File: src/rtl/irq_evt_pkg.sv
package irq_evt_pkg;
   localparam int NFLAG   = 6;
   localparam int FLG_BUS = 0;
   localparam int FLG_PWR = 1;
   localparam int FLG_BAT = 2;
   localparam int FLG_GND = 3;
   localparam int FLG_TMP = 4;
   localparam int FLG_WDT = 5;

   typedef enum logic [1:0] {
      EDGE_ANY      = 2'd0,
      EDGE_FALL_ANY = 2'd1,
      EDGE_RISE_ANY = 2'd2
   } edge_mode_e;
endpackage

File: src/rtl/irq_edge_det.sv
module irq_edge_det
   import irq_evt_pkg::*;
#(
   parameter int         W    = 1,
   parameter edge_mode_e MODE = EDGE_ANY
) (
   input  logic         clk,
   input  logic         rst_n,
   input  logic         arm_i,
   input  logic [W-1:0] sig_i,
   output logic         evt_o
);
   logic [W-1:0] prev_q;
   logic         raw;

   if (W < 1) begin : g_bad_w
      $error("irq_edge_det: W must be at least 1");
   end

   always_ff @(posedge clk or negedge rst_n) begin
      if (!rst_n) prev_q <= '0;
      else        prev_q <= sig_i;
   end

   if (MODE == EDGE_FALL_ANY) begin : g_fall
      assign raw = |(prev_q & ~sig_i);
   end else if (MODE == EDGE_RISE_ANY) begin : g_rise
      assign raw = |(~prev_q & sig_i);
   end else begin : g_any
      assign raw = |(prev_q ^ sig_i);
   end

   assign evt_o = arm_i & raw;
endmodule

File: src/rtl/irq_wdt_route.sv
module irq_wdt_route (
   input  logic clk,
   input  logic rst_n,
   input  logic ovf_i,
   input  logic standby_i,
   input  logic irq_en_i,
   output logic irq_evt_o,
   output logic rst_req_o
);
   logic hit;
   logic rst_req_q;

   assign hit       = ovf_i & standby_i;
   assign irq_evt_o = hit & irq_en_i;

   always_ff @(posedge clk or negedge rst_n) begin
      if (!rst_n) rst_req_q <= 1'b0;
      else        rst_req_q <= hit & ~irq_en_i;
   end

   assign rst_req_o = rst_req_q;
endmodule

File: src/rtl/irq_flag_bank.sv
module irq_flag_bank #(
   parameter int N = 6
) (
   input  logic         clk,
   input  logic         rst_n,
   input  logic [N-1:0] set_i,
   input  logic         clr_stb_i,
   input  logic [N-1:0] clr_mask_i,
   output logic [N-1:0] flags_o
);
   logic [N-1:0] flags_q;
   logic [N-1:0] clr_eff;

   if (N < 1) begin : g_bad_n
      $error("irq_flag_bank: N must be at least 1");
   end

   assign clr_eff = clr_stb_i ? clr_mask_i : '0;

   for (genvar i = 0; i < N; i++) begin : g_bit
      always_ff @(posedge clk or negedge rst_n) begin
         if (!rst_n)        flags_q[i] <= 1'b0;
         else if (set_i[i]) flags_q[i] <= 1'b1;
         else if (clr_eff[i]) flags_q[i] <= 1'b0;
      end
   end

   assign flags_o = flags_q;
endmodule

File: src/rtl/irq_evt_gate.sv
module irq_evt_gate
   import irq_evt_pkg::*;
#(
   parameter int SUP_W = 3,
   parameter int BUS_W = 3
) (
   input  logic             clk,
   input  logic             rst_n,
   input  logic             temp_warn_i,
   input  logic             gnd_shift_i,
   input  logic             batt_ok_i,
   input  logic [SUP_W-1:0] pwr_good_i,
   input  logic [BUS_W-1:0] bus_fault_i,
   input  logic             wdt_ovf_i,
   input  logic             standby_i,
   input  logic [5:0]       en_i,
   input  logic             clr_stb_i,
   input  logic [5:0]       clr_mask_i,
   output logic [5:0]       flags_o,
   output logic             int_n_o,
   output logic             rst_req_o
);
   localparam int NLVL = 2;

   if (SUP_W < 1 || SUP_W > 16) begin : g_bad_sup
      $error("irq_evt_gate: SUP_W out of range");
   end
   if (BUS_W < 1 || BUS_W > 16) begin : g_bad_bus
      $error("irq_evt_gate: BUS_W out of range");
   end
   if (NFLAG != 6) begin : g_bad_nflag
      $error("irq_evt_gate: flag count mismatch");
   end

   logic             arm_q;
   logic [NFLAG-1:0] evt;
   logic [NFLAG-1:0] set;
   logic [NLVL-1:0]  lvl_sig;
   logic [NLVL-1:0]  lvl_evt;

   always_ff @(posedge clk or negedge rst_n) begin
      if (!rst_n) arm_q <= 1'b0;
      else        arm_q <= 1'b1;
   end

   assign lvl_sig = {temp_warn_i, gnd_shift_i};

   for (genvar k = 0; k < NLVL; k++) begin : g_lvl
      irq_edge_det #(.W(1), .MODE(EDGE_ANY)) u_det (
         .clk   (clk),
         .rst_n (rst_n),
         .arm_i (arm_q),
         .sig_i (lvl_sig[k]),
         .evt_o (lvl_evt[k])
      );
   end

   assign evt[FLG_GND] = lvl_evt[0];
   assign evt[FLG_TMP] = lvl_evt[1];

   irq_edge_det #(.W(1), .MODE(EDGE_FALL_ANY)) u_bat (
      .clk   (clk),
      .rst_n (rst_n),
      .arm_i (arm_q),
      .sig_i (batt_ok_i),
      .evt_o (evt[FLG_BAT])
   );

   irq_edge_det #(.W(SUP_W), .MODE(EDGE_FALL_ANY)) u_pwr (
      .clk   (clk),
      .rst_n (rst_n),
      .arm_i (arm_q),
      .sig_i (pwr_good_i),
      .evt_o (evt[FLG_PWR])
   );

   irq_edge_det #(.W(BUS_W), .MODE(EDGE_ANY)) u_bus (
      .clk   (clk),
      .rst_n (rst_n),
      .arm_i (arm_q),
      .sig_i (bus_fault_i),
      .evt_o (evt[FLG_BUS])
   );

   irq_wdt_route u_wdt (
      .clk       (clk),
      .rst_n     (rst_n),
      .ovf_i     (wdt_ovf_i),
      .standby_i (standby_i),
      .irq_en_i  (en_i[FLG_WDT]),
      .irq_evt_o (evt[FLG_WDT]),
      .rst_req_o (rst_req_o)
   );

   assign set = evt & en_i;

   irq_flag_bank #(.N(NFLAG)) u_flags (
      .clk        (clk),
      .rst_n      (rst_n),
      .set_i      (set),
      .clr_stb_i  (clr_stb_i),
      .clr_mask_i (clr_mask_i),
      .flags_o    (flags_o)
   );

   assign int_n_o = ~|flags_o;
endmodule

File: config.mk
export PLATFORM = sky130hd
export DESIGN_NAME = irq_evt_gate
export DESIGN_NICKNAME = d
export VERILOG_FILES = /design/src/rtl/irq_evt_pkg.sv /design/src/rtl/irq_edge_det.sv /design/src/rtl/irq_wdt_route.sv /design/src/rtl/irq_flag_bank.sv /design/src/rtl/irq_evt_gate.sv
export SDC_FILE = /design/constraint.sdc
export NUM_CORES = 1
export LEC_CHECK = 0
export ABC_AREA = 1
export BUFFER_PORTS_ARGS = -buffer_cell sky130_fd_sc_hd__buf_2
export CELL_PAD_IN_SITES_DETAIL_PLACEMENT = 2
export CELL_PAD_IN_SITES_GLOBAL_PLACEMENT = 2
export CORE_MARGIN = 2
export CORE_UTILIZATION = 23
export DETAILED_ROUTE_END_ITERATION = 7
export GPL_ROUTABILITY_DRIVEN = 1
export GPL_TIMING_DRIVEN = 0
export PLACE_DENSITY_LB_ADDON = 0.12
export RECOVER_POWER = 100
export SKIP_LAST_GASP = 1
export SLEW_MARGIN = 20
export SYNTH_ARGS = -nofsm -noshare
export SYNTH_HDL_FRONTEND = slang
export SYNTH_SLANG_ARGS = --single-unit
export TNS_END_PERCENT = 5
File: constraint.sdc
create_clock -name clk -period 0.9 [get_ports clk]
set_clock_uncertainty 0.05 [all_clocks]
set_input_delay 0.09 -clock clk [delete_from_list [all_inputs] [get_ports clk]]
set_output_delay 0.09 -clock clk [all_outputs]
set_load 0.05 [all_outputs]
==> run summary <==
Status: finished, violations left
Violated checks: negative setup slack
Root buffer cell: clkbuf_4
CP startpoint kind: flop
Final-report setup violation count: 8
Synth area leader: dfrtp_1
Top cells by instance count after synthesis: 33 x nand2_1, 17 x dfrtp_1, 10 x inv_1
Die Ht: 57.7 µm
CP required: 0.76 ns
FF-to-FF setup slack: 0 ns
DP HPWL: 1350 µm
Clk sinks: 17
Power per cell area: 1530 mW/mm²
Chip width: 57.7 µm
Multi-input logic area: 225 µm²
Clock Path Buffers: 2
Port bufs: 33
Post-route ant nets: 0
Total grt overflow: 0
Synthesized cell area: 664 µm²
Layout cell share with drive strength beyond 1: 0.286
Syn_nets: 102
Initial antenna violation count: 0
ANT cells: 0
Fmax: 0.732 GHz
CTS tree: yes
RSZ-0062 raised after global routing: yes
FF-to-FF path depth: 6
Drt first pass iters: 3
RR Startpoint: u_bus.prev_q[0]$_DFF_PN0_
Worst Setup SP: u_flags.flags_o[2]$_DFFE_PN0P_
Max-slew violation count: 0
Ys Warns: 0
FF/Latch Area: 430 µm²
Synth Register Bits: 17
Worst endpoint data arrival time: 1.23 ns
Post-synth EDFFs: 0
H-tree Lvls: 1
Cell count after synthesis: 76
Crit share post-route: 1.52
P_leak: 0.618 nW
Register area share after synthesis: 0.640
I/O pin cnt: 34
Distinct cells, synth: 9
CP Cell Sequence: nor2_4 -> nand2_2 -> nor3_4 -> buf_6
WL final: 2220 µm
Synth top area share: 0.640
Average size of a mapped cell: 8.74 µm²
GP Congestion: 0.691
Total power: 1.81 mW
Largest net degree at the start of global routing: 18
Hold slack: 0.0243 ns
First-pass GRT wire length: 3760 µm
Hold path cells: 5
Initial Util: 0.241
Max IR drop VDD: 0.821 mV
Layout Area Growth over Synthesis: 77.6%
WS Path Type: reg -> out
Vias per cell: 4.37
Hold path startpoint: en_i[0]
DR WL/cell: 13.0 µm
Total global-route track usage: 0.155
Core area: 0.00276 mm²
Fin nets: 167
Slowest CP cell: dfrtp_2
1st-iter DRT viols: 7
Max cap viols: 0
Slowest stage delay, CP: 0.45 ns
Final worst setup slack: -0.466 ns
Most numerous cell in the Yosys netlist: nand2_1
CTS buffer count: 3
Asr flop ratio synth: 1.00
# DRC: 0
Fill count: 318
DIE AREA: 0.00333 mm²
Worst-path fanout max: 2
Vias in the first global route: 861
Row cnt: 19
Final Critical Period: 1.37 ns
Hold Crit Endpoint: u_flags.flags_o[0]$_DFFE_PN0P_
Ys flop type: dfrtp_1
Hold WC Path Type: in -> reg
Hold Fails Final Rpt: 0
Crit path capture type: primary output
Clk Latency, worst-skew pair: 0.29 ns
Vias: 748
Pre-CTS setup slack: -0.310 ns
Reg2reg end: u_flags.flags_o[0]$_DFFE_PN0P_
Worst-path clk slew: 0.11 ns
Setup TNS: -2.34 ns
Ranking of synthesized cells by area: dfrtp_1 64%, nand2_1 19%, inv_1 5.6%
-- sequential cells by signal, indices dropped and copies added (netlist names) --
| signal | flops |
|---|---|
| u_flags.flags_o | 6 |
| u_bus.prev_q | 3 |
| u_wdt.rst_req_o | 1 |
| arm_q | 1 |
| u_bat.prev_q | 1 |
| u_pwr.prev_q | 3 |
| g_lvl.u_det.prev_q | 2 |
-- worst max-delay path, delay by kind of cell, from the launching register on --
| kind | cells | cell delay (ns) |
|---|---|---|
| buffers and inverters | 1 | 0.18 |
| and+or+nand+nor | 3 | 0.31 |
| DFF | 1 | 0.45 |
-- area by class of cell --
type                       instances  share of cell area
timing repair buffer              60               0.356
clock buffer                       3              0.0191
tap                               31              0.0329
sequential                        17               0.365
multi-input combinational         49               0.191
inverter                          10              0.0318
clock inverter                     1             0.00424
-- worst max-delay path by stage --
stage / end / cells after the start
after floorplan: int_n_o / 3
after global placement: int_n_o / 4
after detailed placement: int_n_o / 4
after CTS: int_n_o / 4
after global routing: int_n_o / 4
final: int_n_o / 4
-- metrics by stage --
stage	instances	cell area (µm²)	util
finish	171	1180	0.428
global route	171	1180	0.428
CTS	171	1190	0.430
detailed placement	140	885	0.321
global placement	140	885	0.321
floorplan	76	681	-
-- layer usage --
metal / vias up / track usage / part of all wire / routed length [µm]
li1: 356 / - / - / -
met1: 369 / 0.166 / 0.37 / 812
met2: 21 / 0.289 / 0.58 / 1300
met3: 2 / 0.0402 / 0.040 / 88
met4: 0 / 0.0598 / 0.0081 / 18
met5: - / 0 / 0 / 0
-- power breakdown --
group	internal (mW)	switching (mW)	leakage, nW	total, mW
clock network	0.165	0.255	0.0177	0.421
registers	0.828	0.0529	0.199	0.881
logic	0.209	0.295	0.401	0.504
total	1.20	0.603	0.618	1.81
-- cell families (layout without fill, tap and decap cells) --
| logic type | Yosys count | count (layout) | synth area share |
|---|---|---|---|
| other | 1 | 1 | 0.00564 |
| XOR/XNOR | 1 | 1 | 0.0132 |
| AO/OA/AOI/OAI | 3 | 3 | 0.0226 |
| buffers and inverters | 10 | 74 | 0.0565 |
| AND/OR/NAND/NOR | 44 | 44 | 0.262 |
| flip-flops | 17 | 17 | 0.640 |
-- placed cells by master (no fill, tap or decap) --
cell type,netlist,layout
buf_2,0,22
buf_4,0,3
buf_6,0,1
clkbuf_1,0,9
clkbuf_2,0,1
clkbuf_4,0,4
clkinv_2,0,1
conb_1,1,1
dfrtp_1,17,13
dfrtp_2,0,4
dlygate4sd3_1,0,23
inv_1,10,10
nand2_1,33,32
nand2_2,0,1
nand3_1,6,6
nor2_1,4,2
nor2_2,0,1
nor2_4,0,1
nor3_4,0,1
o21ai_1,3,3
xnor2_1,1,1
-- what timing repair did --
item | CTS | global route
buffers inserted | 4 | 0
hold endpoints to repair | 33 | 0
pin swaps | 4 | 0
gates resized for setup | 5 | 1
endpoints found under the setup margin | 9 | 11
hold buffers | 23 | 0
No activity file was read; power rests on OpenSTA's default activity.
